==> config.mk <==
export PLATFORM = sky130hd
export DESIGN_NAME = dual_slope_pwm
export DESIGN_NICKNAME = d
export VERILOG_FILES = /design/src/rtl/dsp_pkg.sv /design/src/rtl/dsp_prescaler.sv /design/src/rtl/dsp_regs.sv /design/src/rtl/dsp_updown.sv /design/src/rtl/dsp_outunit.sv /design/src/rtl/dual_slope_pwm.sv
export SDC_FILE = /design/constraint.sdc
export NUM_CORES = 1
export LEC_CHECK = 0
export BUFFER_PORTS_ARGS = -buffer_cell sky130_fd_sc_hd__buf_2
export CORE_ASPECT_RATIO = 0.6
export CORE_UTILIZATION = 30
export DETAILED_ROUTE_END_ITERATION = 10
export HOLD_SLACK_MARGIN = 0.03
export SYNTH_ARGS = -nofsm -noshare
export SYNTH_HDL_FRONTEND = slang
export SYNTH_SLANG_ARGS = --single-unit
==> constraint.sdc <==
create_clock -name clk -period 8.2 [get_ports clk]
set_input_delay 1.23 -clock clk [delete_from_list [all_inputs] [get_ports clk]]
set_output_delay 1.23 -clock clk [all_outputs]
set_load 0.02 [all_outputs]
==> src/rtl/dsp_pkg.sv <==
package dsp_pkg;

   // Output behaviour selected by control bits [5:4]
   typedef enum logic [1:0] {
      OUT_OFF    = 2'd0,
      OUT_TOGGLE = 2'd1,
      OUT_NONINV = 2'd2,
      OUT_INV    = 2'd3
   } out_mode_e;

   // Register addresses on the write port
   localparam logic [1:0] ADR_CTRL = 2'd0;
   localparam logic [1:0] ADR_CMP  = 2'd1;
   localparam logic [1:0] ADR_PER  = 2'd2;

   // Control field positions
   localparam int CSEL_LSB = 0;
   localparam int CSEL_W   = 3;
   localparam int TSRC_BIT = 3;
   localparam int MODE_LSB = 4;

   // Widest prescale divide is 2**PRE_W
   localparam int PRE_W = 10;

   // log2 of the divide for each clock-select code, -1 = stopped
   function automatic int sel_shift(input int code);
      case (code)
         1:       return 0;
         2:       return 3;
         3:       return 6;
         4:       return 8;
         5:       return 10;
         default: return -1;
      endcase
   endfunction

endpackage

==> src/rtl/dsp_prescaler.sv <==
module dsp_prescaler
   import dsp_pkg::*;
(
   input  logic              clk,
   input  logic              rst_n,
   input  logic [CSEL_W-1:0] clk_sel,
   output logic              tick
);
   localparam int NCODES = 1 << CSEL_W;

   logic [PRE_W-1:0] lim_tbl [NCODES];
   logic             run_tbl [NCODES];
   logic [PRE_W-1:0] div_cnt;
   logic [PRE_W-1:0] limit;
   logic             running;

   // one terminal-count entry per clock-select code
   for (genvar g = 0; g < NCODES; g++) begin : g_code
      if (sel_shift(g) >= 0) begin : g_run
         assign lim_tbl[g] = PRE_W'((1 << sel_shift(g)) - 1);
         assign run_tbl[g] = 1'b1;
      end else begin : g_stop
         assign lim_tbl[g] = '0;
         assign run_tbl[g] = 1'b0;
      end
   end

   assign limit   = lim_tbl[clk_sel];
   assign running = run_tbl[clk_sel];
   assign tick    = running && (div_cnt >= limit);

   always_ff @(posedge clk or negedge rst_n) begin
      if (!rst_n)                div_cnt <= '0;
      else if (!running || tick) div_cnt <= '0;
      else                       div_cnt <= div_cnt + 1'b1;
   end

endmodule

==> src/rtl/dsp_regs.sv <==
module dsp_regs
   import dsp_pkg::*;
#(
   parameter int W = 16
) (
   input  logic              clk,
   input  logic              rst_n,
   input  logic              wr_en,
   input  logic [1:0]        wr_addr,
   input  logic [W-1:0]      wr_data,
   input  logic              cnt_zero,
   output logic [CSEL_W-1:0] clk_sel,
   output logic              top_src,
   output out_mode_e         mode,
   output logic [W-1:0]      cmp_act,
   output logic [W-1:0]      per_reg
);
   logic [W-1:0] cmp_shadow;

   always_ff @(posedge clk or negedge rst_n) begin
      if (!rst_n) begin
         clk_sel    <= '0;
         top_src    <= 1'b0;
         mode       <= OUT_OFF;
         cmp_shadow <= '0;
         per_reg    <= '0;
      end else if (wr_en) begin
         case (wr_addr)
            ADR_CTRL: begin
               clk_sel <= wr_data[CSEL_LSB +: CSEL_W];
               top_src <= wr_data[TSRC_BIT];
               mode    <= out_mode_e'(wr_data[MODE_LSB +: 2]);
            end
            ADR_CMP: cmp_shadow <= wr_data;
            ADR_PER: per_reg    <= wr_data;
            default: ;
         endcase
      end
   end

   // working compare copy follows the shadow only while the count rests at zero
   always_ff @(posedge clk or negedge rst_n) begin
      if (!rst_n)        cmp_act <= '0;
      else if (cnt_zero) cmp_act <= cmp_shadow;
   end

endmodule

==> src/rtl/dsp_updown.sv <==
module dsp_updown #(
   parameter int W = 16
) (
   input  logic         clk,
   input  logic         rst_n,
   input  logic         tick,
   input  logic [W-1:0] top,
   output logic [W-1:0] cnt,
   output logic         down,
   output logic         hit_bottom,
   output logic         hit_top
);
   localparam logic [W-1:0] ONE = W'(1);

   always_ff @(posedge clk or negedge rst_n) begin
      if (!rst_n) begin
         cnt        <= '0;
         down       <= 1'b0;
         hit_bottom <= 1'b0;
         hit_top    <= 1'b0;
      end else begin
         hit_bottom <= 1'b0;
         hit_top    <= 1'b0;
         if (tick) begin
            if (top == '0) begin
               cnt  <= '0;
               down <= 1'b0;
            end else if (!down) begin
               if (cnt >= top) begin
                  // ceiling lowered below the count: turn round at once
                  cnt  <= cnt - ONE;
                  down <= 1'b1;
               end else begin
                  cnt <= cnt + ONE;
                  if (cnt + ONE == top) begin
                     down    <= 1'b1;
                     hit_top <= 1'b1;
                  end
               end
            end else begin
               if (cnt <= ONE) begin
                  cnt        <= '0;
                  down       <= 1'b0;
                  hit_bottom <= (cnt == ONE);
               end else begin
                  cnt <= cnt - ONE;
               end
            end
         end
      end
   end

endmodule

==> src/rtl/dsp_outunit.sv <==
module dsp_outunit
   import dsp_pkg::*;
#(
   parameter int W = 16
) (
   input  logic         clk,
   input  logic         rst_n,
   input  out_mode_e    mode,
   input  logic         tick,
   input  logic [W-1:0] cnt,
   input  logic [W-1:0] cmp,
   input  logic [W-1:0] top,
   output logic         pwm,
   output logic         oe
);
   logic tick_d;
   logic below;

   // ceiling-or-above compare pins the level high
   assign below = (cnt < cmp) || (cmp >= top);
   assign oe    = (mode != OUT_OFF);

   always_ff @(posedge clk or negedge rst_n) begin
      if (!rst_n) begin
         tick_d <= 1'b0;
         pwm    <= 1'b0;
      end else begin
         tick_d <= tick;
         case (mode)
            OUT_TOGGLE: if (tick_d && (cnt == cmp)) pwm <= ~pwm;
            OUT_NONINV: pwm <= below;
            OUT_INV:    pwm <= ~below;
            default:    ;
         endcase
      end
   end

endmodule

==> src/rtl/dual_slope_pwm.sv <==
module dual_slope_pwm
   import dsp_pkg::*;
#(
   parameter int W = 16
) (
   input  logic         clk,
   input  logic         rst_n,
   input  logic         wr_en,
   input  logic [1:0]   wr_addr,
   input  logic [W-1:0] wr_data,
   output logic         pwm_out,
   output logic         pwm_oe,
   output logic [W-1:0] count,
   output logic         count_down,
   output logic         at_bottom,
   output logic         at_top
);
   if (W < MODE_LSB + 2 || W > 32) begin : g_bad_width
      $error("dual_slope_pwm: W out of range");
   end

   logic [CSEL_W-1:0] clk_sel;
   logic              top_src;
   out_mode_e         mode;
   logic [W-1:0]      cmp_act;
   logic [W-1:0]      per_reg;
   logic [W-1:0]      top_val;
   logic              tick;

   assign top_val = top_src ? cmp_act : per_reg;

   dsp_prescaler u_pre (
      .clk     (clk),
      .rst_n   (rst_n),
      .clk_sel (clk_sel),
      .tick    (tick)
   );

   dsp_regs #(.W(W)) u_regs (
      .clk      (clk),
      .rst_n    (rst_n),
      .wr_en    (wr_en),
      .wr_addr  (wr_addr),
      .wr_data  (wr_data),
      .cnt_zero (count == '0),
      .clk_sel  (clk_sel),
      .top_src  (top_src),
      .mode     (mode),
      .cmp_act  (cmp_act),
      .per_reg  (per_reg)
   );

   dsp_updown #(.W(W)) u_cnt (
      .clk        (clk),
      .rst_n      (rst_n),
      .tick       (tick),
      .top        (top_val),
      .cnt        (count),
      .down       (count_down),
      .hit_bottom (at_bottom),
      .hit_top    (at_top)
   );

   dsp_outunit #(.W(W)) u_out (
      .clk   (clk),
      .rst_n (rst_n),
      .mode  (mode),
      .tick  (tick),
      .cnt   (count),
      .cmp   (cmp_act),
      .top   (top_val),
      .pwm   (pwm_out),
      .oe    (pwm_oe)
   );

endmodule

==> results.ini, run 1 <==
[logic_synthesis]
syn_nets = 659
yosysUniqueCellTypes = 58
async_flop_share_pct = 100
synth-edff-count = 0
syn_area_um2 = 5920
yosysWarnings = 0
syn_area_per_cell_um2 = 10.3
yosysSeqAreaShare_pct = 35.9
synthFlopType = dfrtp_1
syn_inst = 574
ys_ff_latch = 85

[sta]
min_period_over_period_pct = 42.5
finalHoldViolCount = 0
max_slew_margin_pct = 23.4
timing.fmax_ghz = 0.287
slew_violations = 0
setup_tns_ps = 0
tightest_slew_ps = 1140
finalCriticalPeriod_ps = 3490
setup_violations = 0
fin_ws_ps = 4710
rsz0062_at_grt = no
holdWs_ps = 502
final.setup_skew_ps = 9.66

[pwr]
power.density_nw_per_um2 = 364
p_comb_share_pct = 51.9
p_seq_share_pct = 30.6
leakage_nw = 3.07
p_clk_share_pct = 17.5
finalPower_mw = 2.43
ir_drop_mv = 0.165
intPower_mw = 1.37
p_sw_share_pct = 43.5
p_switching_mw = 1.06

[floorplanning]
start_util_pct = 30.9
die_h_um = 111
coreArea_um2 = 19200
rows = 39
dieWidth_um = 183
pin_count = 42
die_area_um2 = 20300

[grt]
grt_max_degree = 63
grt_pass1_wl_mm = 24.3
antenna_found_initial = 0
grt_pass1_vias = 4125
grt_util_all_layers_pct = 15.5
overflow = 0

[cells_and_area]
area_delta_synth_final_pct = 12.4
final_cells = 881
final_common_cell = dfrtp_1
fin_area_um2 = 6660
final_cell_mix = dfrtp_1 (85), mux2_2 (65), ha_1 (64), buf_2 (40), nor2_1 (32)
finalNetCount = 695
postLayoutCoreUtil_pct = 34.7
diodes = 0
drive_gt1_share_pct = 22.3

[setup_path]
criticalPathCategory = reg2reg
worstPathArrival_ps = 3720
end_kind = flop
worstPathMaxFanout = 19
worstPathRequired_ps = 8430
start_kind = flop

[drt]
wl_mm = 14.9
ant_nets = 0
initialDrtViolationCount = 323
drc = 0
avgViaCountPerCell = 5.06
wl_per_cell_um = 17.0
drt-pass1-iter-count = 5
vias = 4458

[placement]
dp_slack_ps = 4770
gp_congestion = 0.890
placed_cell_area_um2 = 6350
dp_hpwl_mm = 11.6
io_buffers = 41
dp.cells = 865

[cts]
cts_tree = built
postCtsHoldBufs = 0
numCtsBuffers = 9
clk-insertion-delay-late_ps = 350
cts-root-buf = clkbuf_16
clk_pin_slew_ps = 70
cts_sinks = 85
h-tree-depth = 3
cts_buffer_depth = 2
postCtsSetupRepairBufs = 0
cts_resized = 0

[run]
drv_cap = 0

[status]
outcome = finished clean

[min_path]
hp-class = reg2reg

-- power by group through the flow --
stage | clock network [mW] | logic [mW] | registers [mW]
after floorplan | 0 | 0.989 | 0.680
after global placement | 0 | 1.23 | 0.748
after detailed placement | 0 | 1.24 | 0.749
after CTS | 0.437 | 1.25 | 0.741
after global routing | 0.454 | 1.40 | 0.770
final | 0.426 | 1.26 | 0.742
-- worst paths after layout --
check                                          start           endpoint  slack [ps]  depth (start not counted)
max in group asynchronous                      rst_n       u_cnt.cnt[1]        6310                          2
worst min-delay path            u_regs.cmp_shadow[7]  u_regs.cmp_act[7]         500                          1
worst max-delay path                  u_regs.top_src       u_cnt.cnt[2]        4710                         10
worst min register to register  u_regs.cmp_shadow[7]  u_regs.cmp_act[7]         500                          1
worst max register to register        u_regs.top_src       u_cnt.cnt[2]        4710                         10
min in group asynchronous                      rst_n      u_cnt.cnt[10]         790                          1
-- critical path, stage by stage, from the launching register on --
cell      delay (ps)
dfrtp_1          930
mux2i_1          430
ha_1             310
a211oi_1         250
nor2_1            90
nor4_1           270
o211ai_1         130
buf_4            250
mux2_2           300
and2_0           150
mux2_2           250
-- layer usage --
metal  wire [µm]  global-route usage [%]  vias up
li1            -                       -     2170
met5           0                       0        -
met1        8560                    26.3     2140
met2        5400                    19.1      140
met3         889                    3.29        8
met4          81                    2.50        0
-- layout make-up --
type / instances / area, µm²
Tap cell: 266 / 333
Sequential cell: 85 / 2130
Fill cell: 1946 / 12500
Inverter: 30 / 113
Clock buffer: 9 / 225
Timing Repair Buffer: 43 / 223
Clock inverter: 7 / 81.3
Multi-Input combinational cell: 441 / 3560
-- synth_stat cells, types with 5 or more instances --
library cell,n,area (µm²)
nor2_1,32,120
nand3_1,15,75.1
and2_1,6,37.5
ha_1,64,801
a21bo_1,7,70.1
nand2b_1,6,37.5
and3_1,5,31.3
inv_1,30,113
mux2_2,65,732
o21ai_0,23,115
nand2_1,29,109
nand4_1,12,75.1
nor4_1,11,68.8
a21oi_1,18,90.1
a211oi_1,5,37.5
a21o_1,6,45.0
nand3b_1,11,82.6
nor3_1,15,75.1
dfrtp_1,85,2130
xor2_1,10,87.6
buf_2,7,35.0
xnor2_1,22,193
mux2i_1,24,240
-- logic make-up (layout without fill, tap and decap cells) --
logic type / Yosys count / count (layout) / share of synthesized area [%]
simple gates: 167 / 167 / 15.5
compound gates: 89 / 89 / 9.93
mux: 89 / 89 / 16.4
flops: 85 / 85 / 35.9
fa+ha+maj: 64 / 64 / 13.5
buf+inv: 48 / 89 / 4.01
xor+xnor: 32 / 32 / 4.73
No activity file was read; power rests on OpenSTA's default activity.
==> run 2: changes to the inputs <==
==> constraint.sdc (replaced) <==
create_clock -name clk -period 2.9 [get_ports clk]
set_input_delay 0.435 -clock clk [delete_from_list [all_inputs] [get_ports clk]]
set_output_delay 0.435 -clock clk [all_outputs]
set_load 0.02 [all_outputs]
==> results.ini, run 2 (synthesized netlist as in run 1, its figures left out) <==
[sta]
finalHoldViolCount = 0
min_period_over_period_pct = 98.0
timing.fmax_ghz = 0.352
final.setup_skew_ps = 11.4
setup_violations = 0
max_slew_margin_pct = 59.6
slew_violations = 0
fin_ws_ps = 58.8
rsz0062_at_grt = yes
tightest_slew_ps = 606
finalCriticalPeriod_ps = 2840
setup_tns_ps = 0
holdWs_ps = 88.6

[pwr]
leakage_nw = 3.40
power.density_nw_per_um2 = 1070
ir_drop_mv = 0.743

[floorplanning]
rows = 39
die_area_um2 = 20300
start_util_pct = 30.9
coreArea_um2 = 19200
die_h_um = 111
pin_count = 42
dieWidth_um = 183

[drt]
drc = 0
ant_nets = 0
met2_length_mm = 5.86
vias = 4700
wl_met1_mm = 9.13
wl_mm = 16.2
initialDrtViolationCount = 319
avgViaCountPerCell = 5.01
wl_per_cell_um = 17.3
wl_met3_mm = 1.11
drt-pass1-iter-count = 4
top_layer = met4

[grt]
grt_max_degree = 44
grt_pass1_wl_mm = 25.8
antenna_found_initial = 0
grt_util_all_layers_pct = 16.7
overflow = 0
grt_pass1_vias = 4455

[setup_path]
worstPathMaxFanout = 17
slowest_stage = dfrtp_1
path_buf_inv = 3
start_kind = flop
critical-path-top-delay-family = compound AO/OA/AOI/OAI gates
max_stage_delay_ps = 370
criticalPathCategory = reg2reg
worstPathArrival_ps = 3090
r2r_start = u_regs.top_src
end_kind = flop
crit_start = u_regs.top_src
worstPathRequired_ps = 3150
critical_path.cell_chain = buf_12 > mux2_4 > ha_4 > nand2b_1 > a21o_1 > a31oi_2 > o211ai_1 > buf_4 > buf_8 > mux2_4 > nand3b_1 > a21bo_1
crit_path_frequent_cell = mux2_4

[placement]
dp_slack_ps = -9.85
io_buffers = 41
dp_hpwl_mm = 12.6
gp_congestion = 0.876
placed_cell_area_um2 = 6830

[cells_and_area]
finalNetCount = 753
final_cell_mix = dfrtp_1 (85), mux2_2 (63), ha_1 (62), buf_4 (57), buf_2 (40)
diodes = 0
area_delta_synth_final_pct = 23.4
final_common_cell = dfrtp_1
fin_area_um2 = 7310
drive_gt1_share_pct = 32.4

[cts]
cts_tree = built
h-tree-depth = 3
cts-root-buf = clkbuf_16
clk_pin_slew_ps = 70
cts_buffer_depth = 2
postCtsHoldBufs = 0
clk-insertion-delay-late_ps = 350
cts_sinks = 85
numCtsBuffers = 9

[status]
outcome = finished clean

[run]
drv_cap = 0

[min_path]
hp-class = in2async

==> run 2: changes by cell type in the layout (fill, tap and decap cells not counted), moves of 3 or more <==
cell	change
clkinvlp_4	-3
nor3_2	+3
mux2i_2	+7
buf_4	+54
mux2i_4	+4
o21ai_1	+4
nor3_1	-3
clkinv_4	+3
buf_12	+3
mux2i_1	-11
o21ai_0	-4
==> run 2: cell type report <==
class / instances / area (µm²)
fill: 1908 / 11900
multi-input combinational: 441 / 3720
sequential: 85 / 2130
timing repair buffer: 101 / 703
tap: 266 / 333
clock buffer: 9 / 225
inverter: 30 / 113
clock inverter: 7 / 86.3
==> run 2: path summary, 6_finish.rpt <==
path                            slack (ps)  cells past startpoint               endpoint
worst max-delay path                    60                     12           u_cnt.cnt[7]
worst min-delay path                    90                      1  u_regs.cmp_shadow[12]
worst max register to register          60                     12           u_cnt.cnt[7]
worst min register to register         500                      1     u_regs.cmp_act[11]
max in group asynchronous             2130                      2          u_cnt.hit_top
min in group clk                       320                      2      u_regs.per_reg[6]
==> run 2: routing by layer <==
layer  vias up  GRT usage, %
li1       2291             -
met1      2260          28.3
met2       140          20.1
met3         9          4.14
met4         0          2.78
met5         -             0
==> run 2: through the flow <==
stage / power (mW) / std cells / utilization, %
after floorplan: 4.75 / 574 / -
after global placement: 6.28 / 921 / 35.6
after detailed placement: 6.35 / 921 / 35.6
after CTS: 7.61 / 937 / 37.3
after global routing: 8.43 / 939 / 38.1
final: 7.83 / 939 / 38.1
==> run 2: power breakdown <==
group,total [mW],internal (mW),switching (mW)
Sequential,1.88,1.52,0.357
Clock,1.22,0.681,0.536
Combinational,4.73,2.31,2.43
Total,7.83,4.51,3.32
==> run 2: worst register-to-register path, stage by stage (launching register included) <==
cell and delay, ps:
dfrtp_1 370, buf_12 190, mux2_4 340, ha_4 240, nand2b_1 130, a21o_1 190
a31oi_2 230, o211ai_1 130, buf_4 180, buf_8 150, mux2_4 300, nand3b_1 80
a21bo_1 200
==> run 2: what timing repair did <==
action,in CTS,in global routing
gates resized for setup,1,30
buffers inserted,0,2
pin swaps,0,6
setup endpoints to repair,4,16
==> run 3: changes to the inputs <==
--- a/config.mk
+++ b/config.mk
@@ -8,6 +8,7 @@
 export BUFFER_PORTS_ARGS = -buffer_cell sky130_fd_sc_hd__buf_2
 export CORE_ASPECT_RATIO = 0.6
 export CORE_UTILIZATION = 30
+export CTS_BUF_LIST = sky130_fd_sc_hd__clkbuf_8
 export DETAILED_ROUTE_END_ITERATION = 10
 export HOLD_SLACK_MARGIN = 0.03
 export SYNTH_ARGS = -nofsm -noshare
==> results.ini, run 3 (synthesized netlist as in run 1, its figures left out) <==
[setup_path]
critical_path.cell_chain = buf_12 > mux2_4 > ha_4 > nand2b_1 > a21o_1 > a31oi_2 > o211ai_1 > buf_4 > buf_8 > mux2i_2 > and2_1 > mux2_2
worstPathMaxFanout = 17
start_kind = flop
slowest_stage = dfrtp_1
end_kind = flop
worstPathRequired_ps = 3180
criticalPathCategory = reg2reg
worstPathArrival_ps = 3130
max_stage_delay_ps = 380

[cells_and_area]
n_fill_cell = 1924
final_cell_mix = dfrtp_1 (85), mux2_2 (64), ha_1 (62), buf_4 (58), buf_2 (40)
final_common_cell = dfrtp_1
regArea_um2 = 2130
drive_gt1_share_pct = 32.3
finalNetCount = 755
multi_input_area_um2 = 3730
postLayoutCoreUtil_pct = 37.7
fin_area_um2 = 7230
area_delta_synth_final_pct = 22.0
diodes = 0

[cts]
cts_tree = built
postCtsHoldBufs = 0
cts_sinks = 85
h-tree-depth = 3
clk_pin_slew_ps = 100
numCtsBuffers = 9
cts-root-buf = clkbuf_8
cts_buffer_depth = 2
clk-insertion-delay-late_ps = 390

[sta]
setup_tns_ps = 0
finalCriticalPeriod_ps = 2860
setup_violations = 0
min_period_over_period_pct = 98.5
finalHoldViolCount = 0
holdWs_ps = 50.2
timing.fmax_ghz = 0.350
final.setup_skew_ps = 14.2
max_slew_margin_pct = 59.5
tightest_slew_ps = 607
rsz0062_at_grt = yes
slew_violations = 0

[floorplanning]
dieWidth_um = 183
coreArea_um2 = 19200
die_area_um2 = 20300
pin_count = 42
die_h_um = 111
start_util_pct = 30.9
rows = 39

[placement]
io_buffers = 41
placed_cell_area_um2 = 6830
gp_congestion = 0.876
dp_hpwl_mm = 12.6

[drt]
wl_mm = 16.3
ant_nets = 0
drc = 0
vias = 4721
wl_per_cell_um = 17.4
drt-pass1-iter-count = 4
initialDrtViolationCount = 320
avgViaCountPerCell = 5.02

[grt]
overflow = 0
grt_pass1_wl_mm = 25.8
grt_util_all_layers_pct = 16.7
grt_pass1_vias = 4456
antenna_found_initial = 0
grt_max_degree = 44

[pwr]
power.density_nw_per_um2 = 1050
finalPower_mw = 7.56
leakage_nw = 3.36
ir_drop_mv = 0.736

[min_path]
hp-class = in2async

[status]
outcome = finished clean

[run]
drv_cap = 0

## run 3: worst max-delay path: cells and delay by family, from the launching register on
family	cells	cell delay [ps]
muxes	3	750
AOI/OAI and AO/OA	3	560
buffers and inverters	3	510
DFF	1	380
and+or+nand+nor	2	290
adders and majority gates	1	240
## run 3: worst paths after layout
check	start	endpoint	slack, ps	cells after the start
max in group asynchronous	rst_n	u_cnt.hit_top	2170	2
worst min register to register	u_regs.cmp_shadow[11]	u_regs.cmp_act[11]	510	1
min in group clk	wr_data[6]	u_regs.per_reg[6]	280	2
worst max-delay path	u_regs.top_src	u_cnt.cnt[8]	40	12
worst min-delay path	rst_n	u_regs.cmp_shadow[12]	50	1
worst max register to register	u_regs.top_src	u_cnt.cnt[8]	40	12
## run 3: metal layers
| metal | share of wire, % | up-vias | track usage [%] |
|---|---|---|---|
| li1 | - | 2290 | - |
| met4 | 0.64 | 0 | 2.78 |
| met2 | 36 | 141 | 20.1 |
| met3 | 6.9 | 10 | 4.14 |
| met1 | 57 | 2280 | 28.3 |
| met5 | 0 | - | 0 |
## run 3: repair_timing
action,CTS,global route
hold endpoints to repair,0,0
pin swaps,0,6
endpoints found under the setup margin,4,16
gates resized for setup,1,31
setup buffers,0,3
gates cloned,0,1
## run 3: area by class of cell
cell class | instances | area share (%)
clock buffers | 9 | 1.71
clock inverters | 7 | 1.19
multi-input cells | 442 | 51.7
repair buffers | 102 | 9.84
inverters | 30 | 1.56
flip-flops and latches | 85 | 29.4
well taps | 266 | 4.61
## run 3: report_power, final
part	leakage [nW]	internal [mW]	total [mW]	switching, mW
combinational	2.19	2.31	4.77	2.46
clock	0.107	0.411	0.910	0.499
sequential	1.06	1.52	1.88	0.358
total	3.36	4.24	7.56	3.31
## run 3: stage by stage
step	setup slack, ps	instances
2_1_floorplan	-117	574
3_3_place_gp	46.8	921
3_5_place_dp	-9.85	921
4_1_cts	7.76	937
5_1_grt	-117	941
6_report	42.9	941
